## src/rtl/flash_dma_engine.sv

```systemverilog
module flash_dma_engine #(
  parameter int AW     = 32,
  parameter int LEN_HI = 24
) (
  input  logic          clk,
  input  logic          rst_n,
  input  logic          cfg_we,
  input  logic [7:0]    cfg_addr,
  input  logic [31:0]   cfg_wdata,
  output logic [31:0]   cfg_rdata,
  output logic          irq,
  output logic          fl_valid,
  output logic          fl_we,
  output logic [AW-1:0] fl_addr,
  output logic [31:0]   fl_wdata,
  input  logic          fl_ready,
  input  logic          fl_rvalid,
  input  logic [31:0]   fl_rdata,
  output logic          mem_valid,
  output logic          mem_we,
  output logic [AW-1:0] mem_addr,
  output logic [31:0]   mem_wdata,
  input  logic          mem_ready,
  input  logic          mem_rvalid,
  input  logic [31:0]   mem_rdata
);
  localparam int CW = LEN_HI - 1;
  localparam logic [7:0] OFF_STAT = 8'h08;
  localparam logic [7:0] OFF_CTRL = 8'h80;
  localparam logic [7:0] OFF_FBAS = 8'h84;
  localparam logic [7:0] OFF_MBAS = 8'h88;
  localparam logic [7:0] OFF_LEN  = 8'h8C;

  typedef enum logic [1:0] {S_IDLE, S_RD, S_WAIT, S_WR} state_t;

  state_t         state;
  logic           start_q, dir_q, run_dir, ie_q, done_q;
  logic [AW-1:0]  fbase_q, mbase_q, src_ptr, dst_ptr;
  logic [CW-1:0]  len_q, rem_q;
  logic [31:0]    buf_q;

  logic busy, wr_stat, wr_ctrl, launch;
  logic src_ready, src_rvalid, dst_ready;
  logic [31:0] src_rdata;
  logic [CW-1:0] len_view;

  assign busy    = (state != S_IDLE);
  assign wr_stat = cfg_we && (cfg_addr == OFF_STAT);
  assign wr_ctrl = cfg_we && (cfg_addr == OFF_CTRL);
  assign launch  = wr_ctrl && cfg_wdata[0] && !start_q && !busy;

  assign src_ready  = run_dir ? mem_ready  : fl_ready;
  assign src_rvalid = run_dir ? mem_rvalid : fl_rvalid;
  assign src_rdata  = run_dir ? mem_rdata  : fl_rdata;
  assign dst_ready  = run_dir ? fl_ready   : mem_ready;

  assign fl_valid  = ((state == S_RD) && !run_dir) || ((state == S_WR) && run_dir);
  assign mem_valid = ((state == S_RD) && run_dir) || ((state == S_WR) && !run_dir);
  assign fl_we     = (state == S_WR);
  assign mem_we    = (state == S_WR);
  assign fl_addr   = run_dir ? dst_ptr : src_ptr;
  assign mem_addr  = run_dir ? src_ptr : dst_ptr;
  assign fl_wdata  = buf_q;
  assign mem_wdata = buf_q;

  assign irq = ie_q && done_q;

  assign len_view = busy ? rem_q : len_q;

  always_comb begin
    cfg_rdata = '0;
    case (cfg_addr)
      OFF_STAT: begin
        cfg_rdata[3]  = ie_q;
        cfg_rdata[11] = done_q;
      end
      OFF_CTRL: cfg_rdata[1:0] = {dir_q, start_q};
      OFF_FBAS: cfg_rdata = 32'(fbase_q);
      OFF_MBAS: cfg_rdata = 32'(mbase_q);
      OFF_LEN:  cfg_rdata[LEN_HI:2] = len_view;
      default:  cfg_rdata = '0;
    endcase
  end

  always_ff @(posedge clk) begin
    if (!rst_n) begin
      start_q <= 1'b0;
      dir_q   <= 1'b0;
      ie_q    <= 1'b0;
      fbase_q <= '0;
      mbase_q <= '0;
      len_q   <= '0;
    end else if (cfg_we) begin
      case (cfg_addr)
        OFF_STAT: ie_q <= cfg_wdata[3];
        OFF_CTRL: begin
          start_q <= cfg_wdata[0];
          dir_q   <= cfg_wdata[1];
        end
        OFF_FBAS: if (!busy) fbase_q <= {cfg_wdata[AW-1:2], 2'b00};
        OFF_MBAS: if (!busy) mbase_q <= {cfg_wdata[AW-1:2], 2'b00};
        OFF_LEN:  if (!busy) len_q   <= cfg_wdata[LEN_HI:2];
        default: ;
      endcase
    end
  end

  always_ff @(posedge clk) begin
    if (!rst_n) begin
      state   <= S_IDLE;
      run_dir <= 1'b0;
      done_q  <= 1'b0;
      src_ptr <= '0;
      dst_ptr <= '0;
      rem_q   <= '0;
      buf_q   <= '0;
    end else begin
      if (wr_stat && !cfg_wdata[11]) done_q <= 1'b0;
      case (state)
        S_IDLE: if (launch) begin
          run_dir <= cfg_wdata[1];
          src_ptr <= cfg_wdata[1] ? mbase_q : fbase_q;
          dst_ptr <= cfg_wdata[1] ? fbase_q : mbase_q;
          rem_q   <= len_q;
          state   <= S_RD;
        end
        S_RD: if (src_ready) state <= S_WAIT;
        S_WAIT: if (src_rvalid) begin
          buf_q <= src_rdata;
          state <= S_WR;
        end
        S_WR: if (dst_ready) begin
          src_ptr <= src_ptr + AW'(4);
          dst_ptr <= dst_ptr + AW'(4);
          if (!start_q) begin
            state <= S_IDLE;
          end else if (rem_q == '0) begin
            done_q <= 1'b1;
            state  <= S_IDLE;
          end else begin
            rem_q <= rem_q - 1'b1;
            state <= S_RD;
          end
        end
        default: state <= S_IDLE;
      endcase
    end
  end
endmodule


```

## config.mk

```make
export PLATFORM = sky130hd
export DESIGN_NAME = flash_dma_engine
export DESIGN_NICKNAME = d
export VERILOG_FILES = /design/src/rtl/flash_dma_engine.sv
export SDC_FILE = /design/constraint.sdc
export NUM_CORES = 1
export LEC_CHECK = 0
export ABC_AREA = 1
export BUFFER_PORTS_ARGS = -buffer_cell sky130_fd_sc_hd__buf_2
export CELL_PAD_IN_SITES_DETAIL_PLACEMENT = 1
export CELL_PAD_IN_SITES_GLOBAL_PLACEMENT = 2
export CORE_MARGIN = 3
export CORE_UTILIZATION = 29
export CTS_BUF_LIST = sky130_fd_sc_hd__clkbuf_8
export CTS_CLUSTER_DIAMETER = 40
export DETAILED_ROUTE_END_ITERATION = 6
export GPL_ROUTABILITY_DRIVEN = 1
export HOLD_SLACK_MARGIN = 0.15
export PLACE_DENSITY_LB_ADDON = 0.1
export SLEW_MARGIN = 20
export SYNTH_ARGS = -nofsm -noshare
export SYNTH_HDL_FRONTEND = slang
export SYNTH_SLANG_ARGS = --single-unit
```

## constraint.sdc

```tcl
create_clock -name clk -period 2.5 [get_ports clk]
set_input_delay 0.5 -clock clk [delete_from_list [all_inputs] [get_ports clk]]
set_output_delay 0.5 -clock clk [all_outputs]
set_load 0.05 [all_outputs]
```

-- Yosys cells after proc, flatten, opt, wreduce, memory -nomap -nowiden
Cells that the tools add are included.
- add/sub/neg operators: 3
- $mul: 0
- divide/modulo/power cells: 0
- magnitude comparators: 0
- eq/ne operators: 14
- shift operators: 0
- mux-type cells: 39
- bitwise gates (word level): 1
- reduce and logical (&&, ||, !) cells: 31
- operators by type and width (cell ; number):
    2-to-1 mux 32 bit ; 9
    one-hot mux 32 bit (2 select lines) ; 2
    2-to-1 mux 23 bit ; 5
    adder 32 x 3 -> 32 bit (second input constant) ; 2
    one-hot mux 23 bit (2 select lines) ; 1
    one-hot mux 13 bit (3 select lines) ; 1
    == test 8 bit (second input constant) ; 4
    zero test 23 bit ; 1
    subtractor 23 x 1 -> 23 bit (second input constant) ; 1
    one-hot mux 7 bit (3 select lines) ; 1
    one-hot mux 7 bit (2 select lines) ; 1
    AND reduction 3 bit ; 4
    logical AND 1 bit ; 11
    2-to-1 mux 1 bit ; 10
    2-to-1 mux 2 bit ; 5
    == test 8 x 4 -> 1 bit (second input constant) ; 1
    != test 2 bit (second input constant) ; 4
    one-hot mux 1 bit (4 select lines) ; 2
    one-hot mux 2 bit (4 select lines) ; 1
    AND reduction 2 bit ; 4
    AND reduction 5 bit ; 1
    == test 2 bit (second input constant) ; 2
    zero test 1 bit ; 4
    != test 2 x 1 -> 1 bit (second input constant) ; 2
    7 further kinds ; 9
- flip-flop bits (word level): 209
- latch bits: 0
- bits in writable memories: 0
- ROM bits: 0
- logic and storage cells: 101
- memories kept: 0

-- Logic depth before layout (Yosys ltp)
- word-level depth: 8
- mapped depth: 13

-- Worst setup path after synthesis
No wires, ideal clock.
- path type: register to output
- from: register state[0]
- to: output fl_valid
- data arrival time: 2.403 ns
- path slack: -0.403 ns
- cell stages (with the launch flop): 5
- path buffers: 1
- cells stage by stage: dfxtp_1 > ha_1 > inv_2 > clkbuf_1 > o21ai_0
- word-level cells in the longest chain between the ends: 3
- elaborated cells on any way between the ends: 5
- classes of those cells: eq/ne: 2; reduce/logical: 3
- ends and longest elaborated chain (what ; RTL line ; source):
    from (decl) ; 36 ; state_t state;
    from (signal assigned) ; 110 ; state <= S_IDLE;
    from (signal assigned) ; 125 ; state <= S_RD;
    from (signal assigned) ; 127 ; S_RD: if (src_ready) state <= S_WAIT;
    == test 2 bit ; - ;
    via fl_we ; 13 ; output logic fl_we,
    logical AND 1 bit ; 57 ; assign fl_valid = ((state == S_RD) && !run_dir) || ((state == S_WR) && run_dir);
    logical OR 1 bit ; 57 ;
    to (decl) ; 12 ; output logic fl_valid,
The timed path passes the listed nets, and every way through them passes these cells.

-- Worst setup path in the final report
- from: register state[0]
- to: output cfg_rdata[8]
- word-level cells in the longest chain between the ends: 3
- ends and longest elaborated chain (what ; RTL line ; source):
    nonzero test 2 bit ; 47 ; assign busy = (state != S_IDLE);
    2-to-1 mux 23 bit ; 68 ; assign len_view = busy ? rem_q : len_q;
    one-hot mux 7 bit (3 select lines) ; 72 ; case (cfg_addr)
    to (decl) ; 10 ; output logic [31:0] cfg_rdata,
No other way between the ends.

==> flow_metrics.tcl <==
set metrics [dict create \
    cts_num_sinks 205 \
    antenna_left 0 \
    drc_errors 0 \
    maxCapViolCount 0 \
    worst_slew_pin_slew_ns 0.738 \
    worst_slack_ns -0.185 \
    io_pins 276 \
    grt_pass1_vias 15800 \
    endpoint_kind "primary output" \
    fin_cells 3115 \
    grt_max_degree 82 \
    ys_async_sr_fraction_pct 0 \
    fmax_mhz 373 \
    arrival_ns 2.18 \
    hold_viol 0 \
    clkLatencyLatePin_ns 0.64 \
    coreArea_um2 43600 \
    r2r-start "state[0]$_SDFFE_PN0P_" \
    cts-root-buf "clkbuf_8" \
    placed_area_um2 14900 \
    cp_slowest_cell "dfxtp_2" \
    area_delta_synth_final_pct 38.5 \
    failed_checks "setup timing" \
    multi_input_area_um2 7620 \
    synth.distinct_cells 38 \
    synth_edf_count 0 \
    finalCritPeriodShare_pct 107 \
    vdd.ir_drop.worst_uv 472 \
    pwr_density_cell_nw_per_um2 926 \
    synth_top_area_share_pct 31.7 \
    die_y_um 217 \
    cts.path.max_buffers 3 \
    tns_ns -3.01 \
    fin_area_um2 17900 \
    syn_area_per_cell_um2 5.98 \
    gr-usage-all-layers_pct 26.0 \
    min_path_type "input pin to flop" \
    viasPerCell 5.06 \
    period_minus_slack_ns 2.68 \
    dp_cells 2915 \
    h-tree-depth 2 \
    seq_area_frac_synth_pct 31.7 \
    ys.flop_type "dfxtp_1" \
    regArea_um2 4110 \
    fillers 5797 \
    cellLeakagePower_uw 0.00752 \
    finalPower_uw 16600 \
    cp.required_ns 2.00 \
    ys_ff_latch 205 \
    antenna_found_initial 3 \
    crit_path_max_fanout 6 \
    clk_pin_slew_worst_paths_ns 0.07 \
    syn_inst 2164 \
    io_buffers 271 \
    nNetsFinal 2607 \
    start_kind "flop" \
    dr.pass1.iters 5 \
    wl_per_cell_um 20.4 \
    cts_tree "built" \
    rsz0062_at_grt "true" \
    crit_type "flop to primary output" \
    grt_overflow 0 \
    fin_skew_ns 0.0286 \
    start_util_pct 29.7 \
    finalSetupViolCount 23 \
    dp.final_hpwl_um 45000 \
    startpoint "state[0]$_SDFFE_PN0P_" \
    vias 15800 \
    grt_pass1_wl_um 95400 \
    path_cells "inv_2 -> ha_4 -> buf_12 -> buf_16 -> buf_6 -> o21ai_4 -> nand2_2 -> o221ai_2 -> buf_6" \
    yosysTopAreaCell "dfxtp_1" \
    max_stage_delay_ns 0.34 \
    die_x_um 217 \
    place_congestion 0.911 \
    hp-start "cfg_we" \
    slew_viol_final 0 \
    slew_headroom_pct 50.3 \
    yosysWarnings 0 \
    synthTopCellsByArea "dfxtp_1, nand2_1, o21ai_0, a21oi_1, nor2_1" \
    cts_made_buffers 52 \
    routed_wl_um 63400 \
    cpMostUsedCell "buf_6" \
    drive_gt1_share_pct 21.0 \
    syn-cell-area_um2 12900 \
    dieArea_um2 47200 \
    drt_iter0_markers 954 \
    row_count 76 \
    status "finished with violations" \
]
==> layer usage <==
layer  wire length (um)  GRT usage, %  vias up
met4               2420          9.50        4
met3               2800          3.91      132
met5                 19             0        -
met2              29400          42.7      371
met1              28800          34.7     7555
li1                   -             -     7709
==> state kept, by name, indices dropped and copies added (netlist names) <==
signal / count
rem_q: 23
state: 2
fl_wdata: 32
src_ptr: 30
mbase_q: 30
fbase_q: 30
ie_q: 1
done_q: 1
run_dir: 1
dir_q: 1
dst_ptr: 30
start_q: 1
len_q: 23
==> cell usage in the layout, fill, tap and decap left out, drive strengths merged <==
master and instances:
nand2 548, o21ai 362, buf 338, nor2 251, inv 234, a21oi 205, dfxtp 205, dlygate4sd3 80
clkbuf 75, nand3 73, a31oi 35, nor3 21, o221ai 21, nand4 18, clkinv 11, clkinvlp 9
xor2 8, ha 8, o22ai 7, bufinv 5, conb 4, nor4 2, nand3b 2, o211ai 2
nor3b 2, diode 1, and3 1, and2 1, bufbuf 1
==> critical path, delay by kind of cell (launching register included) <==
family | cells | cell delay, ns
DFF | 1 | 0.34
and+or+nand+nor | 1 | 0.08
adders and majority gates | 1 | 0.21
buffers and inverters | 5 | 0.67
AOI/OAI and AO/OA | 2 | 0.24
==> repair_timing <==
item	4_1_cts	5_1_grt
endpoints found under the setup margin	73	62
pin swaps	18	21
hold buffers	80	0
setup buffers	8	10
hold endpoints to repair	54	0
resized for setup	163	69
cloned	7	2
==> kinds of logic after synthesis <==
logic type / count (synthesis) / share of synthesized area (%)
fa+ha+maj: 8 / 0.773
xor+xnor: 8 / 0.541
flops: 205 / 31.7
simple gates: 919 / 28.6
buf+inv: 391 / 12.9
compound gates: 632 / 25.5
other cells: 1 / 0.0290
==> path summary, 6_finish.rpt <==
path	to	slack, ns	cells after the start
hold reg to reg	len_q[9]$_SDFFE_PN0P_	0.46	2
hold / removal	start_q$_SDFFE_PN0N_	0.20	3
setup / recovery	cfg_rdata[8]	-0.18	9
setup reg to reg	fbase_q[24]$_SDFFE_PN0P_	0.20	11
==> cell type report <==
cell class / instances / share of cell area [%]
multi-input combinational: 1571 / 42.5
sequential: 205 / 22.9
timing repair buffer: 429 / 19.0
clock buffer: 65 / 4.99
inverter: 229 / 4.86
tap: 585 / 4.08
clock inverter: 30 / 1.67
antenna: 1 / 0.0139
==> cells in the mapped netlist, types with 2 or more instances <==
cell type / instances
o21ai_0: 353
nand2_1: 546
buf_4: 45
nor2_2: 4
buf_1: 7
xor2_1: 8
dfxtp_1: 205
nand3_1: 72
nand4_4: 2
a31oi_1: 35
buf_2: 12
nand3b_1: 2
o211ai_1: 2
nor2_1: 246
o21ai_1: 9
nor4_1: 2
inv_2: 5
o221ai_1: 21
a21oi_1: 204
nor3_1: 21
clkinv_1: 3
clkbuf_1: 95
o22ai_1: 7
inv_1: 220
buf_6: 2
nor3b_1: 2
nand4_1: 16
ha_1: 8
==> power by group <==
part / internal [uW] / total [uW] / switching [uW]
logic: 2200 / 7420 / 5220
clock network: 2880 / 4830 / 1940
registers: 3760 / 4360 / 608
total: 8840 / 16600 / 7770
==> per-stage QoR <==
| step | worst slack, ns | util [%] | hold WS, ns |
|---|---|---|---|
| after floorplan | -0.111 | - | 0.430 |
| after global routing | -0.269 | 41.2 | 0.196 |
| final | -0.185 | 41.2 | 0.199 |
| after detailed placement | -0.0227 | 34.2 | 0.460 |
| after CTS | -0.202 | 40.4 | 0.151 |
| after global placement | 0.0638 | 34.2 | 0.457 |
(Power assumes the default switching activity.)
